[src/rtl/fmac_pkg.sv]
package fmac_pkg;
  typedef struct packed {
    logic wide;
    logic int_mode;
  } fmac_ctl_t;
endpackage

[src/rtl/fmac_mul_stage.sv]
module fmac_mul_stage
  import fmac_pkg::*;
#(
  parameter int NW = 8,
  parameter int WW = 16,
  parameter int AW = 32
) (
  input  logic          clk,
  input  logic          rst,
  input  logic          in_valid,
  output logic          in_ready,
  input  fmac_ctl_t     in_ctl,
  input  logic [WW-1:0] in_a,
  input  logic [WW-1:0] in_b,
  output logic          s_valid,
  input  logic          s_ready,
  output fmac_ctl_t     s_ctl,
  output logic [AW-1:0] s_prod
);
  localparam int NP = 2 * NW;
  localparam int WP = 2 * WW;
  localparam logic [NW-1:0] NMIN = {1'b1, {(NW-1){1'b0}}};
  localparam logic [WW-1:0] WMIN = {1'b1, {(WW-1){1'b0}}};
  localparam logic signed [NP-1:0] NMIN_P = {1'b1, {(NP-1){1'b0}}};
  localparam logic signed [WP-1:0] WMIN_P = {1'b1, {(WP-1){1'b0}}};

  logic signed [NP-1:0] pn, pn_al;
  logic signed [WP-1:0] pw, pw_al;
  logic [AW-1:0]        prod_d;

  always_comb begin
    pn     = NP'($signed(in_a[NW-1:0])) * NP'($signed(in_b[NW-1:0]));
    pw     = WP'($signed(in_a)) * WP'($signed(in_b));
    pn_al  = in_ctl.int_mode ? pn : (pn <<< 1);
    pw_al  = in_ctl.int_mode ? pw : (pw <<< 1);
    prod_d = in_ctl.wide ? AW'(pw_al) : AW'(pn_al);
  end

  assign in_ready = !s_valid || s_ready;

  always_ff @(posedge clk) begin
    if (rst) begin
      s_valid <= 1'b0;
      s_ctl   <= '0;
      s_prod  <= '0;
    end else if (in_ready) begin
      s_valid <= in_valid;
      if (in_valid) begin
        s_ctl  <= in_ctl;
        s_prod <= prod_d;
      end
    end
  end


  narrow_min_wrap_chk: assert property (@(posedge clk) disable iff (rst)
    (in_valid && in_ready && !in_ctl.wide && !in_ctl.int_mode &&
     in_a[NW-1:0] == NMIN && in_b[NW-1:0] == NMIN) |=> (s_prod == AW'(NMIN_P)));


  wide_min_wrap_chk: assert property (@(posedge clk) disable iff (rst)
    (in_valid && in_ready && in_ctl.wide && !in_ctl.int_mode &&
     in_a == WMIN && in_b == WMIN) |=> (s_prod == AW'(WMIN_P)));


  stage_hold_chk: assert property (@(posedge clk) disable iff (rst)
    (s_valid && !s_ready) |=> (s_valid && $stable(s_prod) && $stable(s_ctl)));
endmodule

[src/rtl/fmac_acc_stage.sv]
module fmac_acc_stage
  import fmac_pkg::*;
#(
  parameter int AW = 32
) (
  input  logic          clk,
  input  logic          rst,
  input  logic          s_valid,
  output logic          s_ready,
  input  fmac_ctl_t     s_ctl,
  input  logic [AW-1:0] s_prod,
  input  logic          acc_clear,
  output logic          out_valid,
  input  logic          out_ready,
  output logic [AW-1:0] out_data,
  output logic          out_ovf
);
  logic [AW-1:0] acc, sum;
  logic          add_ovf, load;

  assign s_ready = !out_valid || out_ready;
  assign load    = s_valid && s_ready;

  always_comb begin
    sum     = acc + s_prod;
    add_ovf = (acc[AW-1] == s_prod[AW-1]) && (sum[AW-1] != acc[AW-1]);
  end

  always_ff @(posedge clk) begin
    if (rst) begin
      acc       <= '0;
      out_valid <= 1'b0;
      out_data  <= '0;
      out_ovf   <= 1'b0;
    end else begin
      if (load)
        out_valid <= 1'b1;
      else if (out_ready)
        out_valid <= 1'b0;

      if (load && s_ctl.wide) begin
        if (acc_clear) begin
          acc      <= '0;
          out_data <= '0;
          out_ovf  <= 1'b0;
        end else begin
          acc      <= sum;
          out_data <= sum;
          out_ovf  <= add_ovf;
        end
      end else begin
        if (acc_clear)
          acc <= '0;
        if (load) begin
          out_data <= s_prod;
          out_ovf  <= 1'b0;
        end
      end
    end
  end


  clear_zero_chk: assert property (@(posedge clk) disable iff (rst)
    acc_clear |=> (acc == '0));


  narrow_keeps_acc_chk: assert property (@(posedge clk) disable iff (rst)
    (load && !s_ctl.wide && !acc_clear) |=> $stable(acc));


  narrow_no_ovf_chk: assert property (@(posedge clk) disable iff (rst)
    (load && !s_ctl.wide) |=> !out_ovf);


  out_hold_chk: assert property (@(posedge clk) disable iff (rst)
    (out_valid && !out_ready) |=> (out_valid && $stable(out_data) && $stable(out_ovf)));
endmodule

[src/rtl/frac_mac.sv]
module frac_mac
  import fmac_pkg::*;
#(
  parameter int NARROW_W = 8,
  parameter int WIDE_W   = 16,
  parameter int ACC_W    = 2 * WIDE_W
) (
  input  logic              clk,
  input  logic              rst,
  input  logic              in_valid,
  output logic              in_ready,
  input  logic              in_wide,
  input  logic              in_int,
  input  logic [WIDE_W-1:0] in_a,
  input  logic [WIDE_W-1:0] in_b,
  input  logic              acc_clear,
  output logic              out_valid,
  input  logic              out_ready,
  output logic [ACC_W-1:0]  out_data,
  output logic              out_ovf
);
  fmac_ctl_t        in_ctl, s_ctl;
  logic             s_valid, s_ready;
  logic [ACC_W-1:0] s_prod;

  assign in_ctl.wide     = in_wide;
  assign in_ctl.int_mode = in_int;

  fmac_mul_stage #(.NW(NARROW_W), .WW(WIDE_W), .AW(ACC_W)) mul_i (
    .clk(clk), .rst(rst),
    .in_valid(in_valid), .in_ready(in_ready), .in_ctl(in_ctl),
    .in_a(in_a), .in_b(in_b),
    .s_valid(s_valid), .s_ready(s_ready), .s_ctl(s_ctl), .s_prod(s_prod)
  );

  fmac_acc_stage #(.AW(ACC_W)) acc_i (
    .clk(clk), .rst(rst),
    .s_valid(s_valid), .s_ready(s_ready), .s_ctl(s_ctl), .s_prod(s_prod),
    .acc_clear(acc_clear),
    .out_valid(out_valid), .out_ready(out_ready),
    .out_data(out_data), .out_ovf(out_ovf)
  );


  reset_idle_chk: assert property (@(posedge clk)
    rst |=> (!out_valid && in_ready));
endmodule

[config.mk]
export PLATFORM = sky130hd
export DESIGN_NAME = frac_mac
export DESIGN_NICKNAME = d
export VERILOG_FILES = /design/src/rtl/fmac_pkg.sv /design/src/rtl/fmac_mul_stage.sv /design/src/rtl/fmac_acc_stage.sv /design/src/rtl/frac_mac.sv
export SDC_FILE = /design/constraint.sdc
export NUM_CORES = 1
export LEC_CHECK = 0
export BUFFER_PORTS_ARGS = -buffer_cell sky130_fd_sc_hd__buf_2
export CAP_MARGIN = 20
export CORE_MARGIN = 2
export CORE_UTILIZATION = 60
export CTS_CLUSTER_SIZE = 30
export DETAILED_ROUTE_END_ITERATION = 6
export PLACE_DENSITY = 0.79
export SLEW_MARGIN = 5
export SYNTH_ARGS = -nofsm -noshare
export SYNTH_HDL_FRONTEND = slang
export SYNTH_SLANG_ARGS = --single-unit
[constraint.sdc]
create_clock -name clk -period 6.8 [get_ports clk]
set_input_delay 0.34 -clock clk [delete_from_list [all_inputs] [get_ports clk]]
set_output_delay 0.34 -clock clk [all_outputs]
set_load 0.05 [all_outputs]
==> results.tsv <==
stage	metric	value	unit
status	status	finished clean	
floorplan	row count	63	
logic_synthesis	FFs w/ async S/R, synth	0	
drt	initial detailed-routing violation count	1030	
timing	Setup-failing EPs final	0	
floorplan	I/O Pins	74	
cells_and_area	ant diodes	0	
logic_synthesis	leading area contributor after synthesis	fa_1	
placement	RD Place Congestion	0.956	
worst_setup_path	most used cell, CP	fa_1	
worst_setup_path	CP max FO	17	
timing	TNS Setup	0	ps
floorplan	die area	0.0315	mm²
drt	via-per-instance ratio	5.78	
clock_tree	cts repair resizes	0	
worst_setup_path	critical path's slowest cell	fa_1	
logic_synthesis	synthesized cell area	0.0180	mm²
logic_synthesis	Yosys warning total	0	
global_routing	initial antenna violation count	1	
worst_setup_path	Worst Setup SP	in_a[7]	
clock_tree	worst skew pair latency	350	ps
worst_setup_path	worst path cell trace	buf_2 -> and2_1 -> fa_1 -> inv_1 -> fa_1 -> fa_1 -> inv_1 -> fa_1 -> fa_1 -> inv_1 -> fa_1 -> inv_1 -> ha_1 -> a211oi_1 -> o21bai_1 -> a221oi_1 -> a21boi_0 -> a211oi_1 -> xor2_1 -> nor2_1 -> a211oi_1 -> nor3_1	
worst_setup_path	CP endpoint kind	register	
timing	Hold Vio Cnt, Final	0	
logic_synthesis	Yosys top cell area share	0.353	
clock_tree	Post-CTS Setup Bufs	0	
logic_synthesis	Post-Syn Nets	2581	
flow_run	Max Cap Violations	0	
clock_tree	hold buffers post-CTS	0	
clock_tree	Clock Path Buffers	2	
logic_synthesis	sequential area share after synthesis	0.111	
worst_setup_path	worst stage delay on the critical path	520	ps
worst_setup_path	CP Launch Type	input pin	
drt	drt drc	0	
drt	routed vias	14400	
logic_synthesis	register bit total from synthesis	100	
floorplan	Core Area	0.0296	mm²
floorplan	Die Span Y	177	µm
clock_tree	CTS tree	done	
drt	post-route ant nets	0	
timing	Final period util	0.922	
global_routing	largest net degree at the start of global routing	61	
worst_setup_path	worst r2r src	mul_i.s_prod[5]	
drt	DR WL/cell	17.4	µm
logic_synthesis	Yosys cell types	70	
logic_synthesis	ys flop type	dfxtp_1	
worst_setup_path	kind of cell adding the most delay to the critical path	adder cells	
placement	PortBufs	73	
timing	RSZ-0062 raised after global routing	no	
cells_and_area	Layout Utilization	0.640	
timing	Rel. slew slack	0.268	
global_routing	total gr overflow	0	
worst_setup_path	CP Data Required Time	7020	ps
floorplan	chip width	177	µm
min_path	Hold WC Path Type	input pin to register	
clock_tree	htree depth	3	
timing	Worst Skew	8.45	ps
logic_synthesis	Mean Syn Cell Area	8.66	µm²
drt	Post-Route WL	43400	µm
floorplan	starting density of the core	0.609	
min_path	hold path startpoint	in_valid	
clock_tree	Clock Sinks	100	
timing	max-slew violations	0	
cells_and_area	final layout net count	2590	
logic_synthesis	Syn Inst Count	2083	
timing	Final min period	6270	ps
timing	Worst Max-Slew Pin Slew	1100	ps
global_routing	first-pass GRT wire length	73900	µm
cells_and_area	P&R area growth vs syn	5.19	%
global_routing	Overall Global Routing Usage	0.294	
worst_setup_path	Worst Path Buf+Inv	5	
worst_setup_path	Crit Path Class	input pin to register	
clock_tree	Clock Pin Slew Worst Setup and Hold Paths	70	ps
global_routing	vias in the first global route	15200	
placement	Final HPWL DP	35500	µm
clock_tree	Root Buffer	clkbuf_16	
drt	drt first pass iters	5	
logic_synthesis	main area contributors after synthesis	fa_1 35%, dfxtp_1 11%, ha_1 9.8%, inv_1 8.1%, nand2_1 4.8%	
clock_tree	CTS Buf Count	9	
cells_and_area	layout cell share with drive strength beyond 1	0.0649	
worst_setup_path	Arrival @ worst endpoint	6490	ps
timing	fmax	160	MHz
logic_synthesis	Post-synth EDFFs	0	
state kept, by name, summed over array words and instances, names as in the netlist:
register and cells:
acc_i.out_data 32, mul_i.s_prod 32, mul_i.s_ctl 1, mul_i.s_valid 1
acc_i.out_valid 1, acc_i.acc 32, acc_i.out_ovf 1
logic make-up (layout without fill, tap and decap cells):
group,count (synthesis),after routing,share of synthesized area
compound gates,347,347,0.127
xor+xnor,77,77,0.0374
fa+ha+maj,459,459,0.451
buf+inv,477,491,0.0999
flops,100,100,0.111
mux,19,19,0.0156
simple gates,604,604,0.158
worst paths after layout:
path,to,slack (ps),cells past startpoint
hold / removal,mul_i.s_valid,260,3
setup / recovery,mul_i.s_prod[26],530,22
setup reg to reg,acc_i.out_data[30],3780,10
hold reg to reg,acc_i.acc[26],470,2
metrics by stage:
step	worst slack (ps)	hold WS [ps]	instances	instance area, µm²
after floorplan	663	436	2083	18000
after global placement	364	448	2470	18600
after detailed placement	209	455	2470	18600
after CTS	561	254	2486	18900
after global routing	177	265	2487	19000
final	533	256	2487	19000
routing by layer:
| layer | up-vias | GRT usage | part of all wire |
|---|---|---|---|
| met1 | 7062 | 0.364 | 0.39 |
| met5 | - | 0 | 0.00028 |
| li1 | 6612 | - | - |
| met2 | 548 | 0.515 | 0.50 |
| met3 | 142 | 0.0446 | 0.063 |
| met4 | 2 | 0.116 | 0.042 |
area by class of cell:
type,count,area [µm²]
clock buffers,11,253
multi-input cells,1506,14200
inverters,391,1470
fillers,2521,10700
well taps,390,488
flip-flops and latches,100,2000
repair buffers,84,468
clock inverters,5,58.8
synthesized netlist by cell type, drive strengths merged, types with 11 or more instances:
cell	count
a211oi	52
a21o	26
a21oi	128
a221oi	11
and2	128
clkbuf	77
dfxtp	100
fa	318
ha	141
inv	390
nand2	229
nand2b	12
nand3	21
nor2	124
nor2b	19
nor3	31
o21a	12
o21ai	48
o21bai	12
or3	14
xnor2	58
xor2	19
cell usage in the layout (no fill, tap or decap), types with 58 or more instances in the layout:
cell type	count
inv_1	390
fa_1	318
nand2_1	229
ha_1	141
and2_1	128
a21oi_1	128
nor2_1	124
dfxtp_1	100
buf_2	73
xnor2_1	58
worst reg2reg max path, cell delays in order, from the launching register on:
cell and delay [ps]:
dfxtp_1 330, ha_1 410, nor3_1 100, or3_1 410, o211ai_2 270, nand4b_1 220
a31oi_2 350, o21ai_1 120, xnor2_1 150, a221oi_1 410, nor3_1 90
Power is not shown: default switching activity piles up to over one toggle a cycle in this logic, so the estimate is an artifact.
